### src/rtl/trace_sig_pkg.sv
package trace_sig_pkg;

    localparam int unsigned DEF_PC_W    = 32;
    localparam int unsigned DEF_WORD_W  = 64;
    localparam int unsigned DEF_MAX_LEN = 16;

    // What the current cycle does to the open trace
    typedef enum logic [1:0] {
        EV_NONE   = 2'd0,
        EV_EXTEND = 2'd1,
        EV_CLOSE  = 2'd2,
        EV_DROP   = 2'd3
    } trace_ev_e;

    function automatic int unsigned cnt_width(input int unsigned max_len);
        return $clog2(max_len + 1);
    endfunction

endpackage

### src/rtl/trace_len_ctrl.sv
module trace_len_ctrl
    import trace_sig_pkg::*;
#(
    parameter int unsigned MAX_LEN = DEF_MAX_LEN,
    parameter int unsigned CNT_W   = cnt_width(MAX_LEN)
) (
    input  logic             clk,
    input  logic             rst,
    input  logic             take,
    input  logic             is_branch,
    input  logic             drop,
    output trace_ev_e        ev,
    output logic [CNT_W-1:0] len_now,
    output logic             first
);
    localparam logic [CNT_W-1:0] LAST_IDX = CNT_W'(MAX_LEN - 1);

    logic [CNT_W-1:0] held;

    always_comb begin
        if (drop)
            ev = EV_DROP;
        else if (take && (is_branch || held == LAST_IDX))
            ev = EV_CLOSE;
        else if (take)
            ev = EV_EXTEND;
        else
            ev = EV_NONE;
    end

    assign len_now = held + CNT_W'(1);
    assign first   = (held == '0);

    always_ff @(posedge clk) begin
        if (rst)
            held <= '0;
        else begin
            case (ev)
                EV_DROP, EV_CLOSE: held <= '0;
                EV_EXTEND:         held <= held + CNT_W'(1);
                default:           held <= held;
            endcase
        end
    end

    // an open trace never holds MAX_LEN instructions
    p_held_bound_r4: assert property (@(posedge clk) disable iff (rst)
        held <= LAST_IDX);

    // a drop empties the trace
    p_drop_empties_r8: assert property (@(posedge clk) disable iff (rst)
        drop |=> held == '0);

endmodule

### src/rtl/sig_accum.sv
module sig_accum
    import trace_sig_pkg::*;
#(
    parameter int unsigned WORD_W = DEF_WORD_W
) (
    input  logic              clk,
    input  logic              rst,
    input  trace_ev_e         ev,
    input  logic [WORD_W-1:0] word,
    output logic [WORD_W-1:0] fold
);
    logic [WORD_W-1:0] acc;

    assign fold = acc ^ word;

    always_ff @(posedge clk) begin
        if (rst)
            acc <= '0;
        else begin
            case (ev)
                EV_DROP, EV_CLOSE: acc <= '0;
                EV_EXTEND:         acc <= fold;
                default:           acc <= acc;
            endcase
        end
    end

    // every new trace starts from a zero accumulator
    p_acc_cleared_r8: assert property (@(posedge clk) disable iff (rst)
        (ev == EV_DROP || ev == EV_CLOSE) |=> acc == '0);

    // idle cycles hold the accumulator
    p_acc_hold_r10: assert property (@(posedge clk) disable iff (rst)
        ev == EV_NONE |=> $stable(acc));

endmodule

### src/rtl/trace_sig_gen.sv
module trace_sig_gen
    import trace_sig_pkg::*;
#(
    parameter int unsigned PC_W    = DEF_PC_W,
    parameter int unsigned WORD_W  = DEF_WORD_W,
    parameter int unsigned MAX_LEN = DEF_MAX_LEN,
    parameter int unsigned CNT_W   = cnt_width(MAX_LEN)
) (
    input  logic              clk,
    input  logic              rst,
    input  logic              dec_valid,
    input  logic [PC_W-1:0]   dec_pc,
    input  logic [WORD_W-1:0] dec_word,
    input  logic              dec_branch,
    input  logic              flush,
    output logic              rec_valid,
    output logic [PC_W-1:0]   rec_pc,
    output logic [WORD_W-1:0] rec_sig,
    output logic [CNT_W-1:0]  rec_len
);
    trace_ev_e         ev;
    logic [CNT_W-1:0]  len_now;
    logic              first;
    logic [WORD_W-1:0] fold;
    logic [PC_W-1:0]   start_pc;

    trace_len_ctrl #(.MAX_LEN(MAX_LEN), .CNT_W(CNT_W)) u_len (
        .clk       (clk),
        .rst       (rst),
        .take      (dec_valid),
        .is_branch (dec_branch),
        .drop      (flush),
        .ev        (ev),
        .len_now   (len_now),
        .first     (first)
    );

    sig_accum #(.WORD_W(WORD_W)) u_acc (
        .clk  (clk),
        .rst  (rst),
        .ev   (ev),
        .word (dec_word),
        .fold (fold)
    );

    always_ff @(posedge clk) begin
        if (rst)
            start_pc <= '0;
        else if (ev == EV_EXTEND && first)
            start_pc <= dec_pc;
    end

    always_ff @(posedge clk) begin
        if (rst) begin
            rec_valid <= 1'b0;
            rec_pc    <= '0;
            rec_sig   <= '0;
            rec_len   <= '0;
        end else if (ev == EV_CLOSE) begin
            rec_valid <= 1'b1;
            rec_pc    <= first ? dec_pc : start_pc;
            rec_sig   <= fold;
            rec_len   <= len_now;
        end else begin
            rec_valid <= 1'b0;
        end
    end

    // a branch accepted without flush closes its trace on the next edge
    p_branch_closes_r3: assert property (@(posedge clk) disable iff (rst)
        (dec_valid && dec_branch && !flush) |=> rec_valid);

    // record length lies in 1..MAX_LEN
    p_len_range_r6: assert property (@(posedge clk) disable iff (rst)
        rec_valid |-> (rec_len != '0 && rec_len <= CNT_W'(MAX_LEN)));

    // a flush cycle yields no record
    p_flush_quiet_r8: assert property (@(posedge clk) disable iff (rst)
        flush |=> !rec_valid);

    // a one-instruction trace carries that word and PC
    p_single_word_r9: assert property (@(posedge clk) disable iff (rst)
        (dec_valid && !flush && $past(rec_valid == 1'b0 || rec_valid == 1'b1))
        |=> (rec_valid && rec_len == CNT_W'(1)) -> (rec_sig == $past(dec_word) && rec_pc == $past(dec_pc)));

    // an idle cycle yields no record
    p_idle_quiet_r10: assert property (@(posedge clk) disable iff (rst)
        (!dec_valid && !flush) |=> !rec_valid);

endmodule

### config.mk
export PLATFORM = sky130hd
export DESIGN_NAME = trace_sig_gen
export DESIGN_NICKNAME = d
export VERILOG_FILES = /design/src/rtl/trace_sig_pkg.sv /design/src/rtl/trace_len_ctrl.sv /design/src/rtl/sig_accum.sv /design/src/rtl/trace_sig_gen.sv
export SDC_FILE = /design/constraint.sdc
export NUM_CORES = 1
export LEC_CHECK = 0
export BUFFER_PORTS_ARGS = -buffer_cell sky130_fd_sc_hd__buf_2
export CORE_ASPECT_RATIO = 0.6
export CORE_MARGIN = 2
export CORE_UTILIZATION = 30
export DETAILED_ROUTE_END_ITERATION = 8
export HOLD_SLACK_MARGIN = 0.03
export PLACE_DENSITY = 0.51
export SLEW_MARGIN = 20
export SYNTH_ARGS = -nofsm -noshare
export SYNTH_HDL_FRONTEND = slang
export SYNTH_SLANG_ARGS = --single-unit
### constraint.sdc
create_clock -name clk -period 3.2 [get_ports clk]
set_input_delay 0.96 -clock clk [delete_from_list [all_inputs] [get_ports clk]]
set_output_delay 0.96 -clock clk [all_outputs]
set_load 0.02 [all_outputs]
==> metrics.log <==
[metrics] number of hold-slack violations in the final timing report: 0
[metrics] sequential-to-total area share from yosys stat: 45.2%
[metrics] DRT Wirelength: between 20,000 and 30,000 um
[metrics] die area: around 31,000 um2
[metrics] Mean Syn Cell Area: 8.72 um2
[metrics] final weighted congestion of routability-driven global placement: 0.709
[metrics] xor/xnor share of the synthesized area: 6.42%
[metrics] worst setup timing slack at the placement stage: 0.555 ns
[metrics] number of flops mapped to enable cells by yosys: 0
[metrics] synthesized area: around 9000 um2
[metrics] number of vias in the routed layout: 8,127
[metrics] utilization after layout: 36.9%
[metrics] ratio of final minimum period to clock period: 76.2%
[metrics] Critical Path Sink Type: register
[metrics] maximum level of the CTS H-tree: 1
[metrics] endpoints failing setup: 0
[metrics] # resized after CTS: 0
[metrics] Chip Width: 228 um
[metrics] Post-Layout Cell Count: 1,603
[metrics] clock tree sinks: 203
[metrics] number of buffers on the longest clock path: 3
[metrics] routed wirelength normalized by instance count: 17.5 um
[metrics] element type at the critical path start: register
[metrics] floorplan row count: 49
[metrics] number of buffers added on ports: 202
[metrics] largest net degree at the start of global routing: 136
[metrics] register bit total from synthesis: 203
[metrics] Remaining Overflow, GRT: 0
[metrics] count of cell types in the netlist: 36
[metrics] ratio of cells with drive above 1 in the final layout: a little under a quarter
[metrics] Tmin final: roughly 2.4 ns
[metrics] RSZ-0062 raised after global routing: no
[metrics] area overhead of the layout relative to synthesis: 22.0%
[metrics] slack of the worst reg-to-reg path: 0.76 ns
[metrics] Initial DRC Count: 482
[metrics] sequential standard cell area: 4060 um2
[metrics] combinational family with the most area after synthesis: compound AO/OA/AOI/OAI gates
[metrics] total track usage: between 15 and 20%
[metrics] path type of the worst min-delay path: reg2reg
[metrics] clock tree from TritonCTS: built
[metrics] arrival time at the worst endpoint: 2.84 ns
[metrics] share of flip-flops with an asynchronous set or reset after synthesis: 0%
[metrics] drc violations: 0
[metrics] crit-path max FO: 28
[metrics] fin. max-slew vios: 0
[metrics] count of pins on the block boundary: 203
[metrics] multi-input combinational cell area: about 4400 um2
[metrics] Post-DP HPWL: 16,800 um
[metrics] Max-cap violations: 0
[metrics] Reg clk slew, reported paths: 0.06 ns
[metrics] via count of the first global-routing pass: 7,654
[metrics] FMAX: 410 MHz
[metrics] leakage power: 3.96 nW
[metrics] largest clock skew in the final design: between 0.009 and 0.01 ns
[metrics] flip-flop cell with the highest count after synthesis: sky130_fd_sc_hd__dfxtp_1
[metrics] post-synthesis share of cell area spent on and, or, nand and nor gates: 14.7%
[metrics] power density over cell area: 535 nW/um2
[metrics] number of buffers inserted by hold repair at cts: 0
[metrics] worst path setup slack after routing: 0.763 ns
[metrics] nets@finish: about 1,300
[metrics] count of antenna-violating nets left after detailed routing: 0
[metrics] run status: complete, no violations
[metrics] maximum vdd ir drop: about 0.00026 V
[metrics] Inserted Clock Buffers: 23
[metrics] CTS root buffer: sky130_fd_sc_hd__clkbuf_16
[metrics] global-route wire length before repair: 43,400 um
[metrics] number of instances in the synthesized netlist: 1,032
[metrics] insertion delay of the later-clocked pin in the worst-skew pair: 0.51 ns
[metrics] worst path required time: 3.61 ns
[metrics] arithmetic-cell share of the synthesized area counting full adders, half adders and majority gates: 0.417%
[metrics] Compound-Gate Fraction of Synth Area: 27.2%
[metrics] synth warn: 0
[metrics] final sum of negative setup slack: 0 ns
[metrics] floorplan core area: approximately 30,000 um2
[metrics] cell count after placement: roughly 1,600
[metrics] syn nets: 1,136
[metrics] relative max-transition margin: 51.0%
[metrics] portion of netlist area occupied by mux cells: 0.111%
[metrics] critical path class: reg2reg
[metrics] fillcell total: approximately 3,100
[metrics] drt via density: 5.07
[metrics] vertical extent of the die: about 140 um
[metrics] measured slew at the worst slew-check pin: 0.735 ns
[metrics] number of buffers added for setup after CTS: 0
[metrics] Hold WS: 0.472 ns
[metrics] count of TritonRoute iterations in the first routing pass: 4
[metrics] initial antenna violation count: 4
[metrics] starting density of the core: 30.3%
==> report_power, final <==
part	total [mW]	switching [mW]	leakage [nW]	internal, mW
Clock	2.46	1.07	0.341	1.39
Combinational	0.732	0.461	1.97	0.271
Sequential	2.68	0.0552	1.65	2.62
==> sequential cells by signal (all words and copies together), names as in the netlist <==
name and cells:
start_pc 32, rec_sig 64, rec_len 5, u_acc.acc 64, rec_valid 1, u_len.held 5
rec_pc 32
==> path summary, 6_finish.rpt <==
check,startpoint,to,cells after the start
hold reg to reg,start_pc[13]$_SDFFE_PP0P_,rec_pc[13]$_SDFFE_PP0N_,2
setup reg to reg,u_len.held[1]$_SDFFE_PP0P_,rec_pc[1]$_SDFFE_PP0N_,7
hold / removal,start_pc[13]$_SDFFE_PP0P_,rec_pc[13]$_SDFFE_PP0N_,2
setup / recovery,u_len.held[1]$_SDFFE_PP0P_,rec_pc[1]$_SDFFE_PP0N_,7
==> worst max-delay path, cell delays in order (launching register included) <==
cell and delay, ns:
sky130_fd_sc_hd__dfxtp_1 0.39, sky130_fd_sc_hd__ha_1 0.25, sky130_fd_sc_hd__and3_1 0.19, sky130_fd_sc_hd__ha_2 0.34
sky130_fd_sc_hd__or2_4 0.47, sky130_fd_sc_hd__buf_4 0.29, sky130_fd_sc_hd__a21oi_1 0.08, sky130_fd_sc_hd__a311oi_1 0.29
==> layout make-up <==
class | count | area share, %
Multi-Input combinational cell | 720 | 40.3
Sequential cell | 203 | 37.0
Timing Repair Buffer | 226 | 11.7
Clock buffer | 33 | 5.86
Tap cell | 408 | 4.65
Clock inverter | 7 | 0.353
Inverter | 3 | 0.103
Antenna cell | 3 | 0.0684
==> metal layers <==
layer	vias to the layer above	GRT usage [%]	part of all wire, %
li1	4061	-	-
met1	3874	24.5	50
met2	159	26.5	43
met3	33	4.12	5.6
met4	0	3.47	1.8
met5	-	0	0
==> cells in the mapped netlist, types with 4 or more instances <==
cell type,number,area share [%]
sky130_fd_sc_hd__a211oi_1,67,5.6
sky130_fd_sc_hd__a21oi_1,200,11
sky130_fd_sc_hd__a311oi_1,32,3.1
sky130_fd_sc_hd__buf_1,10,0.42
sky130_fd_sc_hd__buf_2,49,2.7
sky130_fd_sc_hd__buf_8,4,0.67
sky130_fd_sc_hd__clkbuf_1,39,1.6
sky130_fd_sc_hd__dfxtp_1,203,45
sky130_fd_sc_hd__nand2_1,129,5.4
sky130_fd_sc_hd__nand3_1,37,2.1
sky130_fd_sc_hd__nand3b_1,65,5.4
sky130_fd_sc_hd__o21ai_1,32,1.8
sky130_fd_sc_hd__o31ai_1,65,5.4
sky130_fd_sc_hd__xnor2_1,65,6.3
==> cell usage in the layout, fill, tap and decap left out, types with 2 or more instances in the layout <==
master	synthesis	final
sky130_fd_sc_hd__o21ai_0	2	2
sky130_fd_sc_hd__a211oi_1	67	67
sky130_fd_sc_hd__nand3_1	37	37
sky130_fd_sc_hd__nand2_1	129	129
sky130_fd_sc_hd__buf_2	49	201
sky130_fd_sc_hd__a21oi_1	200	200
sky130_fd_sc_hd__nand3b_1	65	65
sky130_fd_sc_hd__a311oi_1	32	32
sky130_fd_sc_hd__nand2b_1	3	3
sky130_fd_sc_hd__buf_12	0	7
sky130_fd_sc_hd__clkbuf_1	39	7
sky130_fd_sc_hd__clkinv_2	0	6
sky130_fd_sc_hd__diode_2	0	3
sky130_fd_sc_hd__o31ai_1	65	65
sky130_fd_sc_hd__dfxtp_1	203	203
sky130_fd_sc_hd__buf_4	2	18
sky130_fd_sc_hd__nor3_1	2	2
sky130_fd_sc_hd__ha_1	3	2
sky130_fd_sc_hd__nor4b_4	1	2
sky130_fd_sc_hd__o21ai_1	32	32
sky130_fd_sc_hd__xnor2_1	65	65
sky130_fd_sc_hd__clkbuf_16	0	23
sky130_fd_sc_hd__inv_1	3	3
sky130_fd_sc_hd__nor2_1	2	2
sky130_fd_sc_hd__clkbuf_8	0	3
==> logic make-up after synthesis <==
family	Yosys count
adder cells (fa/ha/maj)	3
AND/OR/NAND/NOR	251
flip-flops	203
XOR/XNOR	66
AO/OA/AOI/OAI	399
buffers and inverters	109
multiplexers	1
==> through the flow <==
step,instance area [um2],total power [mW]
after floorplan,9000,3.18
after global placement,10300,3.46
after detailed placement,10300,3.47
after CTS,11000,5.97
after global routing,11000,6.15
final,11000,5.88
Note: power is estimated with default switching activity, not from simulation.
